**config.mk**
```make
export PLATFORM = sky130hd
export DESIGN_NAME = pio_access_engine
export DESIGN_NICKNAME = d
export VERILOG_FILES = /design/src/rtl/pio_acc_pkg.sv /design/src/rtl/pio_pin_sync.sv /design/src/rtl/pio_status_fmt.sv /design/src/rtl/pio_latch_bank.sv /design/src/rtl/pio_access_engine.sv
export SDC_FILE = /design/constraint.sdc
export NUM_CORES = 1
export LEC_CHECK = 0
export ABC_AREA = 0
export BUFFER_PORTS_ARGS = -buffer_cell sky130_fd_sc_hd__buf_2
export CAP_MARGIN = 20
export CORE_MARGIN = 4
export CORE_UTILIZATION = 41
export CTS_CLUSTER_DIAMETER = 150
export DETAILED_ROUTE_END_ITERATION = 8
export GPL_ROUTABILITY_DRIVEN = 0
export SLEW_MARGIN = 10
export SYNTH_ARGS = -nofsm -noshare
export SYNTH_HDL_FRONTEND = slang
export SYNTH_SLANG_ARGS = --single-unit
export TNS_END_PERCENT = 50
```
**constraint.sdc**
```tcl
create_clock -name clk -period 1.7 [get_ports clk]
set_clock_uncertainty 0.15 [all_clocks]
set_input_delay 0.17 -clock clk [delete_from_list [all_inputs] [get_ports clk]]
set_output_delay 0.17 -clock clk [all_outputs]
set_load 0.01 [all_outputs]
```
**src/rtl/pio_acc_pkg.sv**
```systemverilog
package pio_acc_pkg;
   typedef enum logic [2:0] {
      ST_CMD  = 3'd0,
      ST_RD   = 3'd1,
      ST_WDAT = 3'd2,
      ST_WINV = 3'd3,
      ST_CONF = 3'd4,
      ST_STAT = 3'd5,
      ST_DEAD = 3'd6
   } eng_st_e;

   localparam logic [7:0] CODE_READ  = 8'hF5;
   localparam logic [7:0] CODE_WRITE = 8'h5A;
   localparam logic [7:0] CODE_CONF  = 8'hAA;
endpackage

```
**src/rtl/pio_pin_sync.sv**
```systemverilog
module pio_pin_sync #(
   parameter int W      = 2,
   parameter int STAGES = 2
) (
   input  logic         clk,
   input  logic         rst_n,
   input  logic [W-1:0] d,
   output logic [W-1:0] q
);
   if (STAGES < 0 || STAGES > 4) begin : g_bad
      $error("pio_pin_sync: STAGES must be 0..4");
   end

   if (STAGES == 0) begin : g_pass
      assign q = d;
   end else begin : g_chain
      logic [STAGES-1:0][W-1:0] chain;
      always_ff @(posedge clk or negedge rst_n) begin
         if (!rst_n) chain <= '{default: '1};
         else begin
            chain[0] <= d;
            for (int i = 1; i < STAGES; i++) chain[i] <= chain[i-1];
         end
      end
      assign q = chain[STAGES-1];
   end
endmodule

```
**src/rtl/pio_status_fmt.sv**
```systemverilog
module pio_status_fmt #(
   parameter int NUM_CH = 2,
   parameter int BYTE_W = 8
) (
   input  logic [NUM_CH-1:0] pins,
   input  logic [NUM_CH-1:0] latches,
   output logic [BYTE_W-1:0] status
);
   localparam int LOW_W = 2 * NUM_CH;

   if (BYTE_W != 2 * LOW_W) begin : g_bad
      $error("pio_status_fmt: BYTE_W must be 4*NUM_CH");
   end

   logic [LOW_W-1:0] low;
   for (genvar c = 0; c < NUM_CH; c++) begin : g_ch
      assign low[2*c]   = pins[c];
      assign low[2*c+1] = latches[c];
   end

   assign status = {~low, low};
endmodule

```
**src/rtl/pio_latch_bank.sv**
```systemverilog
module pio_latch_bank #(
   parameter int NUM_CH = 2
) (
   input  logic              clk,
   input  logic              rst_n,
   input  logic              load,
   input  logic [NUM_CH-1:0] value,
   output logic [NUM_CH-1:0] q
);
   for (genvar c = 0; c < NUM_CH; c++) begin : g_bit
      always_ff @(posedge clk or negedge rst_n) begin
         if (!rst_n)    q[c] <= 1'b1;
         else if (load) q[c] <= value[c];
      end
   end
endmodule

```
**src/rtl/pio_access_engine.sv**
```systemverilog
module pio_access_engine
   import pio_acc_pkg::*;
#(
   parameter int NUM_CH      = 2,
   parameter int BYTE_W      = 8,
   parameter int SYNC_STAGES = 2
) (
   input  logic              clk,
   input  logic              rst_n,
   input  logic              bus_rst,
   input  logic              sel,
   input  logic              slot_stb,
   input  logic              slot_bit,
   input  logic [NUM_CH-1:0] pin_lvl,
   output logic              tx_bit,
   output logic              tx_en,
   output logic [NUM_CH-1:0] pio_latch
);
   localparam int CNT_W = $clog2(BYTE_W);
   localparam logic [CNT_W-1:0] LAST_IDX = CNT_W'(BYTE_W - 1);

   if (NUM_CH != 2 || BYTE_W != 8) begin : g_bad
      $error("pio_access_engine: status layout needs NUM_CH=2, BYTE_W=8");
   end

   eng_st_e           st;
   logic [CNT_W-1:0]  bit_cnt;
   logic [BYTE_W-2:0] rx_sh;
   logic [BYTE_W-1:0] data_q, tx_sh, rx_byte, status;
   logic [NUM_CH-1:0] pins_s;
   logic              act, last_bit, pair_ok, ld;

   pio_pin_sync #(.W(NUM_CH), .STAGES(SYNC_STAGES)) u_sync (
      .clk(clk), .rst_n(rst_n), .d(pin_lvl), .q(pins_s));

   pio_status_fmt #(.NUM_CH(NUM_CH), .BYTE_W(BYTE_W)) u_fmt (
      .pins(pins_s), .latches(pio_latch), .status(status));

   assign act      = slot_stb && sel && !bus_rst;
   assign last_bit = (bit_cnt == LAST_IDX);
   assign rx_byte  = {slot_bit, rx_sh};
   assign pair_ok  = (rx_byte == ~data_q);
   assign ld       = act && (st == ST_WINV) && last_bit && pair_ok;

   pio_latch_bank #(.NUM_CH(NUM_CH)) u_lat (
      .clk(clk), .rst_n(rst_n), .load(ld),
      .value(data_q[NUM_CH-1:0]), .q(pio_latch));

   always_ff @(posedge clk or negedge rst_n) begin
      if (!rst_n) begin
         st      <= ST_CMD;
         bit_cnt <= '0;
         rx_sh   <= '0;
         data_q  <= '1;
         tx_sh   <= '1;
      end else if (bus_rst) begin
         st      <= ST_CMD;
         bit_cnt <= '0;
         tx_sh   <= '1;
      end else if (act) begin
         bit_cnt <= last_bit ? '0 : bit_cnt + 1'b1;
         rx_sh   <= rx_byte[BYTE_W-1:1];
         tx_sh   <= {1'b1, tx_sh[BYTE_W-1:1]};
         if (last_bit) begin
            case (st)
               ST_CMD: begin
                  if (rx_byte == CODE_READ) begin
                     st    <= ST_RD;
                     tx_sh <= status;
                  end else if (rx_byte == CODE_WRITE) begin
                     st <= ST_WDAT;
                  end else begin
                     st <= ST_DEAD;
                  end
               end
               ST_RD:   tx_sh <= status;
               ST_WDAT: begin
                  data_q <= rx_byte;
                  st     <= ST_WINV;
               end
               ST_WINV: begin
                  if (pair_ok) begin
                     st    <= ST_CONF;
                     tx_sh <= CODE_CONF;
                  end else begin
                     st <= ST_DEAD;
                  end
               end
               ST_CONF: begin
                  st    <= ST_STAT;
                  tx_sh <= status;
               end
               ST_STAT: st <= ST_WDAT;
               default: st <= st;
            endcase
         end
      end
   end

   assign tx_en  = (st == ST_RD) || (st == ST_CONF) || (st == ST_STAT);
   assign tx_bit = tx_en ? tx_sh[0] : 1'b1;
endmodule

```
* After elaboration in Yosys (flattened, before gate mapping) *
Index checks and enable logic that the tools add are counted.

storage, ports and cells
  register bits = 35
  output and inout port bits = 4

operators by class
  add/subtract/negate cells = 1
  eq/ne operators = 9
  mux-type cells = 17
  bitwise gates (word level) = 3
  reduce and logical (&&, ||, !) cells = 16

operator list
  cell                   count
  $mux W8                4
  $mux W3                8
  $pmux W8 S3            1
  $pmux W3 S5            1
  $eq A3 B3 Y1 const B   3
  $eq A8 B7 Y1 const B   1
  $eq A8 B8 Y1           1
  $eq A8 B8 Y1 const B   1
  $not A8 Y8             1
  $mux W7                1
  $eq A3 B2 Y1 const B   2
  $reduce_bool A6 Y1     1
  $logic_and A1 B1 Y1    5
  $not A4 Y4             1
  $reduce_and A4 Y1      1
  $reduce_bool A2 Y1     2
  $add A3 B1 Y3 const B  1
  $eq A3 B1 Y1 const B   1
  $logic_not A3 Y1       1
  $reduce_and A3 Y1      1
  $logic_or A1 B1 Y1     2
  $mux W2                1
  $reduce_and A2 Y1      1
  $reduce_or A2 Y1       1
  other kinds (3)        3

* Logic depth before layout (Yosys ltp) *
Gate-level depths: netlist of the first run.

  depth in word-level cells = 7
  gate-level depth with buffers = 7
  gate-level depth less buffers = 7

* Hierarchy *
Synthesis of the first run repeated with hierarchy kept, for this count alone.

second synthesis, totals
  cell total of the unflattened synthesis = 179
  area, all modules = 1766.7 sq um

modules (own cells, without submodules)
  module             times used  cells each  area an instance (sq um)  seq. area each (sq um)
  pio_access_engine  1           161         1526.5                    745.7
  pio_pin_sync       1           6           120.1                     105.1
  pio_latch_bank     1           4           75.1                      52.6
  pio_status_fmt     1           8           45.0                      0.0

* Worst setup path before layout of the first run *
Ideal clock, no wire load.

  path type = register -> register
  start point = reg bit_cnt[0]
  end point = reg data_q[7]
  setup time = 0.082 ns
  arrival time = 1.605 ns
  required time = 1.468 ns
  setup slack = -0.137 ns
  stages on the path, launching flop included = 6
  buffers on the path = 0
  clock period less this slack = 1.837 ns
  cells stage by stage = dfrtp_1 -> ha_1 -> ha_1 -> nand3_1 -> nor3_2 -> mux2_2

on the way
  longest elaborated chain between the ends = 2

ends and longest elaborated chain
  what                                line                     source
  from (decl)                         pio_access_engine.sv:27  logic [CNT_W-1:0] bit_cnt;
  from (signal assigned)              pio_access_engine.sv:61  bit_cnt <= last_bit ? '0 : bit_cnt + 1'b1;
  $eq A3 B3 Y1                        pio_access_engine.sv:40  assign last_bit = (bit_cnt == LAST_IDX);
  $reduce_and A4 Y1 (no source line)  n/a
  to (signal assigned)                pio_access_engine.sv:78  data_q <= rx_byte;
  to (decl)                           pio_access_engine.sv:29  logic [BYTE_W-1:0] data_q, tx_sh, rx_byte, status;

Every way passes these cells.
A chain may end at the register's enable or synchronous reset.

* Final worst setup path of the first run *
  start point = reg data_q[2]
  end point = reg tx_sh[5]

on the way
  longest elaborated chain between the ends = 7

ends and longest elaborated chain
  what                  line                     source
  $not A8 Y8            pio_access_engine.sv:42  assign pair_ok = (rx_byte == ~data_q);
  $eq A8 B8 Y1          pio_access_engine.sv:42
  $mux W7               pio_access_engine.sv:82  if (pair_ok) begin
  $pmux W8 S3           pio_access_engine.sv:65  case (st)
  $mux W8               pio_access_engine.sv:64  if (last_bit) begin
  $mux W8               pio_access_engine.sv:60  end else if (act) begin
  $mux W8               pio_access_engine.sv:56  end else if (bus_rst) begin
  to (signal assigned)  pio_access_engine.sv:63  tx_sh <= {1'b1, tx_sh[BYTE_W-1:1]};
  to (signal assigned)  pio_access_engine.sv:69  tx_sh <= status;
  to (signal assigned)  pio_access_engine.sv:76  ST_RD: tx_sh <= status;
  to (decl)             pio_access_engine.sv:29

Every way passes these cells. The select of a mux whose other input is x is not followed.

==> results by group, run 1 <==
Status
  – Status: finished with violations
  – Failing checks: negative setup slack

Clock network
  – Clk_lat worst skew: 0.29 ns
  – Worst-path clk slew: 0.07 ns
  – Clock Sinks: 35
  – H-Tree Depth: 2
  – Clock root cell: clkbuf_8
  – Num CTS Buffers: 5
  – Clock Tree Buf Depth: 2
  – TritonCTS clock tree: built

STA
  – Worst setup margin: -0.143 ns
  – Hold WS: 0.0351 ns
  – Slew Viols, Final: 0
  – # setup viols final: 14
  – Slew margin rel.: 49.6%
  – Min Clock Period, post-route: 1.84 ns
  – Period utilization: 108%
  – FMAX: 543 MHz
  – Final hold violation count: 0
  – Actual slew at the worst max-slew pin: 0.755 ns
  – RSZ-0062 raised after global routing: yes

Global route
  – Largest net degree at the start of global routing: 36
  – Initial antenna violation count: 0
  – M2 GR Usage: 28.4%
  – Vias in the first global route: 1511
  – GR Util All Layers: 17.1%
  – Overflow after GRT: 0
  – GRT met3 Usage: 4.51%
  – Global-route track usage on met1: 20.7%
  – First-pass GRT wire length: 7030 um
  – Busiest grt layer: met2

Power and ir drop
  – Flop pwr share: 50.3%
  – Logic pwr share: 18.1%
  – P_int: 1.35 mW
  – Worst IR Drop VDD: 415 uV
  – Clock group share of total power: 31.5%
  – Sw Ratio: 27.6%
  – Pleak: 0.962 nW
  – Power Dens Cells: 771 nW/um^2
  – Switching pwr: 0.514 mW

Die
  – Die area: 5400 um^2
  – Row count: 23
  – Initial Utilization: 43.0%
  – Chip height: 73.5 um
  – Die W: 73.5 um
  – Ports: 12
  – Core area: 4090 um^2

Synth
  – Mux share of post-synthesis cell area: 7.69%
  – Compound-gate portion of the synthesized area: 14.8%
  – Avg Cell Area, Syn: 10.5 um^2
  – Library cells used by synthesis: 44
  – Syn. warnings: 0
  – Sequential fraction of the synthesis area: 51.4%
  – Predominant post-synthesis flop cell: dfstp_2
  – Synth top area share: 32.9%
  – Syn_nets: 178
  – Synth area leaders: dfstp_2 (33%), dfrtp_1 (19%), mux2_2 (6.4%)
  – Largest area contributor in the netlist: dfstp_2
  – Cell area after synthesis: 1760 um^2
  – Post-Synth Adder-Cell Area: 1.42%
  – Synth Area in XOR/XNOR: 3.99%
  – Number of synthesized flops with an enable pin: 0
  – Post-synth ARST share: 100%
  – Syn Inst Count: 168
  – Number of synthesized register bits: 35
  – Synth Area in Simple Gates: 18.4%
  – Largest family of logic cells by synthesized area: simple AND/OR/NAND/NOR gates

Finish
  – Area growth syn-to-layout: 37.2%
  – Layout cell share with drive strength beyond 1: 51.4%
  – Final Util: 59.0%
  – Fin nets: 223
  – FILL cells: 331
  – Antenna diodes: 0

Critical path
  – CP Cell Sequence: xnor2_2 > nor3_1 > nand4_1 > o21ai_2 > o32a_1
  – Setup Crit Path Kind: flip-flop to flip-flop
  – Crit-path leading delay family: simple AND/OR/NAND/NOR gates
  – Worst reg2reg endpoint: tx_sh[5]
  – Critical Path Max Stage Delay: 0.55 ns
  – Slowest cell on crit path: dfstp_2
  – Reg2reg path depth: 5
  – Worst Path Buf+Inv: 0
  – CP Launch Type: flip-flop
  – Setup crit start: data_q[2]
  – CP arrival: 1.93 ns
  – Crit. End Element: flip-flop
  – Worst EP required: 1.79 ns
  – R2R Path Start: data_q[2]
  – Register-to-register setup slack: -0.14 ns
  – CP max FO: 3

Hold path
  – Worst Hold End: st[1]
  – Hold Path Class: input pin to flip-flop
  – Min-delay src: bus_rst
  – Hold path cells: 3

Placed design
  – PortBufs: 11
  – Post-DP HPWL: 2910 um

Run
  – Max-Cap Viols: 0

Route
  – Drt pass-1 iters: 4
  – Routed Antenna Nets: 0
  – Starting DRT DRC Count: 79
  – Vias per std cell: 5.41
  – DRC viols: 0
  – DR vias: 1427
  – Final wirelength: 4050 um
  – DR WL/cell: 15.3 um
[power groups by stage]
stage	logic [mW]	registers (mW)	clock network, mW
after CTS	0.318	0.934	0.606
after detailed placement	0.277	0.942	0
after global routing	0.368	0.942	0.646
after global placement	0.272	0.942	0
after floorplan	0.133	0.938	0
final	0.337	0.936	0.586
[cell families (layout without fill, tap and decap cells)]
family,Yosys count,after routing
buffers and inverters,10,56
AOI/OAI and AO/OA,36,36
and+or+nand+nor,65,65
adders and majority gates,2,2
DFF,35,35
xor gates and xnor gates,8,8
muxes,12,12
[synthesized netlist by cell type (2+ instances only)]
master and number:
nand2_1 30, dfstp_2 22, dfrtp_1 13, nor2_1 13
a21oi_1 10, mux2_2 10, xnor2_1 8, o21ai_0 7
clkbuf_1 4, nand3_1 4, nor3_1 4, a41oi_1 3
a22o_1 2, clkbuf_2 2, ha_1 2, inv_1 2
mux2_1 2, nand2b_1 2, o21a_1 2, o22a_1 2
[area by class of cell]
cell class              instances  area [um^2]  area share (%)
multi-input cells             123         1000            41.5
flip-flops and latches         35          907            37.6
repair buffers                 46          348            14.4
clock buffers                   6         72.6            3.01
well taps                      50         62.6            2.59
clock inverters                 2         12.5           0.519
inverters                       2         7.51           0.311
[placed cells by master, fill, tap and decap left out, types with 2 or more instances in the layout]
cell	count
a22o_1	2
nor4_4	2
a21oi_1	10
nor2_1	11
dfrtp_1	10
nand2b_1	2
xnor2_1	5
o21ai_1	7
dfrtp_2	3
nand3_1	3
buf_4	28
nor3_1	3
buf_6	2
dlygate4sd3_1	4
o21a_1	2
xnor2_2	3
mux2_4	7
nand2_2	2
dfstp_2	22
o22a_1	2
buf_2	11
a41oi_1	3
mux2_2	4
inv_1	2
clkbuf_8	5
nand2_1	28
nand3_4	2
[worst register-to-register path: stages, from the launching register on]
cell and delay (ns):
dfstp_2 0.55, xnor2_2 0.10, nor3_1 0.40, nand4_1 0.21, o21ai_2 0.20, o32a_1 0.18
[per-stage QoR]
stage | TNS (ns) | setup WS [ns] | power (mW) | cell area [um^2] | std cells
floorplan | -0.0391 | -0.0127 | 1.07 | 1810 | 168
global placement | -1.07 | -0.115 | 1.21 | 2110 | 248
detailed placement | -1.84 | -0.223 | 1.22 | 2110 | 248
CTS | -0.779 | -0.135 | 1.86 | 2350 | 261
global route | -2.50 | -0.260 | 1.96 | 2410 | 264
finish | -0.911 | -0.143 | 1.86 | 2410 | 264
[registers in the layout, indices dropped and copies added, names as in the netlist]
name	count
bit_cnt	3
data_q	8
rx_sh	7
st	3
tx_sh	8
u_lat.q	2
u_sync.g_chain.chain	2
u_sync.q	2
[per-layer routing]
metal | part of all wire, % | vias to the layer above
li1 | - | 688
met1 | 44 | 696
met4 | 3.4 | 0
met3 | 3.6 | 15
met2 | 49 | 28
met5 | 0 | -
[worst max-delay path by stage]
stage,cells after the start,endpoint,slack (ns)
floorplan,6,tx_sh[1],-0.01
global placement,6,tx_sh[5],-0.12
detailed placement,6,tx_sh[1],-0.22
CTS,5,u_lat.q[0],-0.13
global route,5,u_lat.q[0],-0.26
finish,5,tx_sh[5],-0.14
[what timing repair did]
action / in CTS / in global routing
endpoints found under the setup margin: 22 / 22
pin swaps: 3 / 4
endpoints found under the hold margin: 16 / 0
resized for setup: 29 / 10
setup buffers: 1 / 3
gates cloned: 0 / 0
hold buffers: 4 / 0
No activity file was read; power rests on OpenSTA's default activity.
==> run 2, diff against run 1 <==
--- a/config.mk
+++ b/config.mk
@@ -13,8 +13,10 @@
 export CTS_CLUSTER_DIAMETER = 150
 export DETAILED_ROUTE_END_ITERATION = 8
 export GPL_ROUTABILITY_DRIVEN = 0
+export PLACE_DENSITY = 0.7
 export SLEW_MARGIN = 10
 export SYNTH_ARGS = -nofsm -noshare
 export SYNTH_HDL_FRONTEND = slang
+export SYNTH_HIERARCHICAL = 1
 export SYNTH_SLANG_ARGS = --single-unit
 export TNS_END_PERCENT = 50
==> run 2 against run 1 <==
The run still ends with negative setup slack left. Routed wire length decreased by 5.8%. Die area increased by 0.45%. First-iteration DRC count decreased by 6.3%. Worst hold slack got worse by 0.0073 ns. Sequential cell count unchanged. Utilization decreased by 2.4 points. Power decreased by 0.36%. Area after synthesis increased by 0.50%. Non-clock buffer count decreased by 6. Sequential share of layout area increased by 1.5 points. Global-route usage decreased by 1.9 points. Largest cell class unchanged. Largest power group unchanged.
==> results by group, run 2 <==
Die
  – Chip height: 73.6 um (+0.22%)
  – Row count: 23 (unchanged)
  – Die W: 73.6 um (+0.22%)
  – Die area: 5420 um^2 (+0.45%)
  – Core area: 4090 um^2 (unchanged)
  – Initial Utilization: 43.2% (+0.21 points)
  – Ports: 12 (unchanged)

Critical path
  – CP Launch Type: flip-flop
  – CP arrival: 1.89 ns (-0.04 ns)
  – Worst Path Buf+Inv: 0 (unchanged)
  – Setup crit end: u_lat/q[1]
  – Crit. End Element: flip-flop
  – Worst reg2reg endpoint: u_lat/q[1]
  – CP max FO: 2 (-1)
  – Reg2reg path depth: 5 (unchanged)
  – Worst EP required: 1.77 ns (-0.02 ns)
  – Setup Crit Path Kind: flip-flop to flip-flop
  – Setup crit start: data_q[4]
  – Critical Path Max Stage Delay: 0.54 ns (about the same)
  – Crit-path leading delay family: simple AND/OR/NAND/NOR gates
  – R2R Path Start: data_q[4]
  – CP Cell Sequence: xor2_1 > nand4_1 > nor3_2 > and3b_2 > mux2_4
  – Register-to-register setup slack: -0.12 ns (+0.02 ns)
  – CP Depth: 5 (unchanged)
  – Slowest cell on crit path: dfstp_2

Route
  – Drt pass-1 iters: 4 (unchanged)
  – DRC viols: 0 (unchanged)
  – Routed Antenna Nets: 0 (unchanged)
  – Final wirelength: 3810 um (-5.8%)
  – Vias per std cell: 5.07 (-6.2%)
  – Starting DRT DRC Count: 74 (-6.3%)
  – DR vias: 1338 (-6.2%)
  – DR WL/cell: 14.4 um (-5.8%)

Global route
  – Initial antenna violation count: 0 (unchanged)
  – Overflow after GRT: 0 (unchanged)
  – GR Util All Layers: 15.2% (-1.9 points)
  – First-pass GRT wire length: 6270 um (-11%)
  – Vias in the first global route: 1311 (-13%)
  – Largest net degree at the start of global routing: 36 (unchanged)

Finish
  – Most frequent cells in the layout: nand2_1 (29), buf_4 (25), dfstp_2 (22)
  – Fin nets: 223 (unchanged)
  – Commonest non-fill, non-tap cell in the layout: nand2_1
  – Area growth syn-to-layout: 31.0%
  – Antenna diodes: 0 (unchanged)
  – FILL cells: 353 (+6.6%)
  – Regs by FF count: data_q x8, tx_sh x8, rx_sh x7
  – Layout cell share with drive strength beyond 1: 47.7% (-3.7 points)

Synth
  – Predominant post-synthesis flop cell: dfstp_2
  – Library cells used by synthesis: 36 (-18%)
  – Syn Inst Count: 179 (+6.5%)
  – Largest area contributor in the netlist: dfstp_2
  – Sequential fraction of the synthesis area: 51.1% (-0.25 points)
  – Syn. warnings: 6 (+6)
  – Post-synth ARST share: 100% (unchanged)
  – Number of synthesized register bits: 35 (unchanged)
  – Synth top area share: 32.7% (-0.16 points)
  – Avg Cell Area, Syn: 9.87 um^2 (-5.7%)
  – Syn_nets: 189 (+6.2%)
  – Number of synthesized flops with an enable pin: 0 (unchanged)
  – Post-synth top cells: nand2_1 (29), dfstp_2 (22), a21oi_1 (18), nor2_1 (15), dfrtp_1 (13)
  – Cell area after synthesis: 1770 um^2 (+0.50%)
  – Most frequent cell after synthesis: nand2_1
  – Synth area leaders: dfstp_2 (33%), dfrtp_1 (18%), nand2_1 (6.2%)

Run
  – Max-Cap Viols: 0 (unchanged)

Hold path
  – Hold Path Class: input pin to flip-flop
  – Hold path cells: 2 (-1)

Clock network
  – Clock Sinks: 35 (unchanged)
  – Clock root cell: clkbuf_8
  – Clock Tree Buf Depth: 2 (unchanged)
  – Worst-path clk slew: 0.08 ns (about the same)
  – Clk_lat worst skew: 0.29 ns (about the same)
  – TritonCTS clock tree: built
  – Num CTS Buffers: 5 (unchanged)
  – H-Tree Depth: 2 (unchanged)

STA
  – Period utilization: 107% (-1.1 points)
  – # setup viols final: 10 (-4)
  – Actual slew at the worst max-slew pin: 0.598 ns (-0.157 ns)
  – Slew margin rel.: 60.1% (+10 points)
  – Min Clock Period, post-route: 1.82 ns (-0.0186 ns)
  – Hold WS: 0.0278 ns (-0.00733 ns)
  – Slew Viols, Final: 0 (unchanged)
  – RSZ-0062 raised after global routing: yes
  – Worst setup margin: -0.124 ns (+0.0186 ns)
  – Final hold violation count: 0 (unchanged)
  – FMAX: 548 MHz (+1.0%)

Power and ir drop
  – Logic pwr share: 12.7% (-5.4 points)
  – Power Dens Cells: 800 nW/um^2 (+3.8%)
  – Design Power: 1.85 mW (-0.36%)
  – Clock group share of total power: 36.8% (+5.3 points)
  – Switching pwr: 0.470 mW (-8.4%)
  – Flop pwr share: 50.4% (about the same)
  – Worst IR Drop VDD: 603 uV (+45%)
  – Pleak: 1.10 nW (+14%)
  – Sw Ratio: 25.4% (-2.2 points)
  – P_int: 1.38 mW (+2.7%)

Status
  – Failing checks: negative setup slack
  – Status: finished with violations

Placed design
  – Dpl ws: -0.183 ns (+0.0400 ns)
  – Post-DP HPWL: 2720 um (-6.7%)
  – PortBufs: 11 (unchanged)
[run 2: cell types whose count changed in the layout (fill, tap and decap cells not counted), moves of 4 or more]
cell     change
a21oi_1      +6
mux2_2       -4
nor2_1       +4
o21ai_1      -4
o21ai_2      +7
xnor2_1      -5
xor2_1       +8
[run 2: how the worst min path moves through the flow]
stage / from / to
floorplan: rst_n / bit_cnt[0]
global placement: rst_n / st[1]
detailed placement: rst_n / st[1]
CTS: bus_rst / st[1]
global route: bus_rst / st[1]
finish: bus_rst / st[1]
[run 2: area by class of cell]
cell class / instances / area [um^2] / share of cell area (%)
Tap cell: 50 / 62.6 / 2.70
Clock buffer: 6 / 93.8 / 4.05
Multi-Input combinational cell: 127 / 941 / 40.6
Timing Repair Buffer: 40 / 284 / 12.3
Clock inverter: 2 / 13.8 / 0.595
Inverter: 4 / 15.0 / 0.649
Sequential cell: 35 / 905 / 39.1
[run 2: what timing repair did]
item / in CTS / in global routing
hold buffers: 3 / 0
endpoints found under the hold margin: 15 / 0
pin swaps: 12 / 15
endpoints found under the setup margin: 20 / 21
cloned: 0 / 0
buffers inserted: 1 / 1
gates resized for setup: 15 / 17
[run 2: cell families (layout without fill, tap and decap cells)]
group,Yosys count,count (layout),share of synthesized area (%)
simple gates,69,69,19.3
xor+xnor,8,8,3.97
compound gates,38,38,12.5
fa+ha+maj,2,2,1.42
mux,10,10,6.37
buf+inv,17,52,5.24
flops,35,35,51.1
[run 2: per-stage QoR]
step	std cells	TNS (ns)	cell area [um^2]	utilization, %
after detailed placement	253	-2.05	2040	49.8
after global placement	253	-1.56	2040	49.8
final	264	-0.528	2310	56.6
after floorplan	179	-0.253	1810	-
after CTS	265	-0.444	2260	55.3
after global routing	264	-1.70	2310	56.6
[run 2: routing by layer]
layer	routed length (um)	GRT usage, %
met1	1760	19.5
met2	1960	25.2
met3	74	4.10
met4	23	4.23
met5	0	0
[run 2: power groups by stage]
| stage | Sequential, mW | Combinational [mW] | Clock, mW |
|---|---|---|---|
| after floorplan | 0.944 | 0.0937 | 0 |
| after CTS | 0.935 | 0.238 | 0.701 |
| after detailed placement | 0.944 | 0.219 | 0 |
| final | 0.934 | 0.236 | 0.682 |
| after global placement | 0.941 | 0.216 | 0 |
| after global routing | 0.942 | 0.265 | 0.748 |
==> run 3, diff against run 2 <==
--- a/config.mk
+++ b/config.mk
@@ -10,6 +10,7 @@
 export CAP_MARGIN = 20
 export CORE_MARGIN = 4
 export CORE_UTILIZATION = 41
+export CTS_BUF_LIST = sky130_fd_sc_hd__clkbuf_8 sky130_fd_sc_hd__clkbuf_16
 export CTS_CLUSTER_DIAMETER = 150
 export DETAILED_ROUTE_END_ITERATION = 8
 export GPL_ROUTABILITY_DRIVEN = 0
@@ -17,6 +18,5 @@
 export SLEW_MARGIN = 10
 export SYNTH_ARGS = -nofsm -noshare
 export SYNTH_HDL_FRONTEND = slang
-export SYNTH_HIERARCHICAL = 1
 export SYNTH_SLANG_ARGS = --single-unit
 export TNS_END_PERCENT = 50
==> run 3 against run 2 <==
The flow still finishes with violations (negative setup slack). Worst hold slack lost 0.012 ns. Sequential share of layout area down 2.9 points. Die area shrank 0.45%. Sequential cell count did not move. Worst setup slack worse by 0.033 ns. Combinational power is 41% higher. Critical path depth is the same. Largest cell class unchanged.
==> results by group, run 3 (synthesis results as in run 1) <==
Status
  – Status: finished with violations
  – Failing checks: negative setup slack

Placed design
  – Post-DP HPWL: 3000 um (+10%)
  – Dpl ws: -0.174 ns (+0.00936 ns)
  – PortBufs: 11 (unchanged)

Route
  – Final wirelength: 4290 um (+13%)
  – Routed Antenna Nets: 0 (unchanged)
  – DRC viols: 0 (unchanged)
  – Drt pass-1 iters: 4 (unchanged)
  – Starting DRT DRC Count: 105 (+42%)
  – Vias per std cell: 5.58 (+10%)
  – DR WL/cell: 16.0 um (+11%)
  – DR vias: 1495 (+12%)

STA
  – RSZ-0062 raised after global routing: yes
  – Slew Viols, Final: 0 (unchanged)
  – FMAX: 539 MHz (-1.8%)
  – Actual slew at the worst max-slew pin: 0.746 ns (+0.148 ns)
  – Slew margin rel.: 50.2% (-9.9 points)
  – Fin Setup TNS: -0.989 ns (-0.461 ns)
  – Worst setup margin: -0.157 ns (-0.0329 ns)
  – Min Clock Period, post-route: 1.86 ns (+0.0329 ns)
  – # setup viols final: 16 (+6)
  – Period utilization: 109% (+1.9 points)
  – Final hold violation count: 0 (unchanged)

Power and ir drop
  – Flop pwr share: 43.4% (-7.0 points)
  – Switching pwr: 0.507 mW (+7.8%)
  – Worst IR Drop VDD: 623 uV (+3.3%)
  – Clock group share of total power: 41.0% (+4.2 points)
  – Pleak: 1.01 nW (-7.7%)
  – P_int: 1.64 mW (+18%)
  – Sw Ratio: 23.6% (-1.7 points)
  – Logic pwr share: 15.5% (+2.8 points)
  – Design Power: 2.14 mW (+16%)
  – Power Dens Cells: 856 nW/um^2 (+7.0%)

Clock network
  – H-Tree Depth: 2 (unchanged)
  – Clock Tree Buf Depth: 2 (unchanged)
  – Clock Sinks: 35 (unchanged)
  – Clk_lat worst skew: 0.30 ns (about the same)
  – Num CTS Buffers: 5 (unchanged)
  – Worst-path clk slew: 0.08 ns (about the same)
  – Clock root cell: clkbuf_8
  – TritonCTS clock tree: built

Critical path
  – CP Launch Type: flip-flop
  – CP max FO: 3 (+1)
  – Setup Crit Path Kind: flip-flop to flip-flop
  – CP arrival: 1.94 ns (+0.05 ns)
  – Register-to-register setup slack: -0.16 ns (-0.03 ns)
  – Reg2reg path depth: 5 (unchanged)
  – Crit. End Element: flip-flop
  – Worst EP required: 1.79 ns (+0.02 ns)

Die
  – Initial Utilization: 43.0% (-0.21 points)
  – Core area: 4090 um^2 (unchanged)
  – Ports: 12 (unchanged)
  – Die W: 73.5 um (-0.22%)
  – Chip height: 73.5 um (-0.22%)
  – Die area: 5400 um^2 (-0.45%)
  – Row count: 23 (unchanged)

Finish
  – Regs by FF count: data_q x8, tx_sh x8, rx_sh x7
  – Layout cell share with drive strength beyond 1: 53.7% (+6.0 points)
  – Commonest non-fill, non-tap cell in the layout: buf_4
  – Most frequent cells in the layout: buf_4 (30), nand2_1 (28), dfstp_2 (22)
  – Area growth syn-to-layout: 42.4%
  – Fin nets: 227 (+1.8%)
  – Final Util: 61.3% (+4.6 points)
  – Antenna diodes: 0 (unchanged)

Hold path
  – Hold path cells: 3 (+1)
  – Hold Path Class: input pin to flip-flop

Global route
  – Initial antenna violation count: 0 (unchanged)
  – Vias in the first global route: 1565 (+19%)
  – Overflow after GRT: 0 (unchanged)
  – GR Util All Layers: 17.5% (+2.3 points)
  – First-pass GRT wire length: 7290 um (+16%)
  – Largest net degree at the start of global routing: 36 (unchanged)

Run
  – Max-Cap Viols: 0 (unchanged)
## run 3: cell count changes in the layout (fill, tap and decap cells not counted), sizes merged, moves of 3 or more
| cell | change |
|---|---|
| xnor2 | +8 |
| a41oi | +3 |
| o21ai | -4 |
| and3 | -5 |
| buf | +10 |
| a21oi | -8 |
| xor2 | -8 |
| nor2 | -3 |
## run 3: repair_timing
action,CTS,global route
endpoints found under the setup margin,22,22
hold endpoints to repair,15,0
pin swaps,4,9
setup buffers,4,3
resized for setup,23,20
hold buffers,3,0
## run 3: critical path: stages (launching register included)
cell and delay (ns):
dfstp_2 0.56, xnor2_2 0.07, nor4b_2 0.37, nand4_1 0.22
o21ai_2 0.22, o32a_1 0.20
## run 3: path summary, 6_finish.rpt
| kind | from | endpoint |
|---|---|---|
| setup / recovery | data_q[3] | tx_sh[5] |
| hold / removal | slot_bit | rx_sh[6] |
| setup reg to reg | data_q[3] | tx_sh[5] |
| hold reg to reg | u_sync.g_chain.chain[0] | u_sync.q[0] |
| max in group asynchronous | rst_n | st[2] |
| min in group asynchronous | rst_n | st[0] |
## run 3: layout make-up
type                    instances  area, um^2
multi-input cells             123        1010
fillers                       311        1580
flip-flops and latches         35         906
inverters                       2        7.51
clock inverters                 3        63.8
clock buffers                   5        68.8
repair buffers                 50         387
well taps                      50        62.6
## run 3: power by group through the flow
| stage | combinational (mW) | sequential, mW | clock [mW] |
|---|---|---|---|
| after floorplan | 0.133 | 0.938 | 0 |
| after global placement | 0.278 | 0.937 | 0 |
| after detailed placement | 0.287 | 0.940 | 0 |
| after CTS | 0.321 | 0.928 | 0.888 |
| after global routing | 0.365 | 0.939 | 0.934 |
| final | 0.333 | 0.931 | 0.879 |
## run 3: routing by layer
| metal | GRT usage [%] | share of wire (%) | up-vias |
|---|---|---|---|
| met4 | 6.64 | 2.7 | 0 |
| met5 | 0 | 0 | - |
| met3 | 4.79 | 4.3 | 16 |
| met2 | 29.9 | 52 | 47 |
| li1 | - | - | 699 |
| met1 | 20.7 | 41 | 733 |
## run 3: metrics by stage
step	area (um^2)	hold WS, ns	instances
final	2500	0.0159	268
after global routing	2500	0.0190	268
after CTS	2400	0.0147	265
after detailed placement	2120	0.123	250
after global placement	2120	0.120	250
after floorplan	1810	-0.276	168
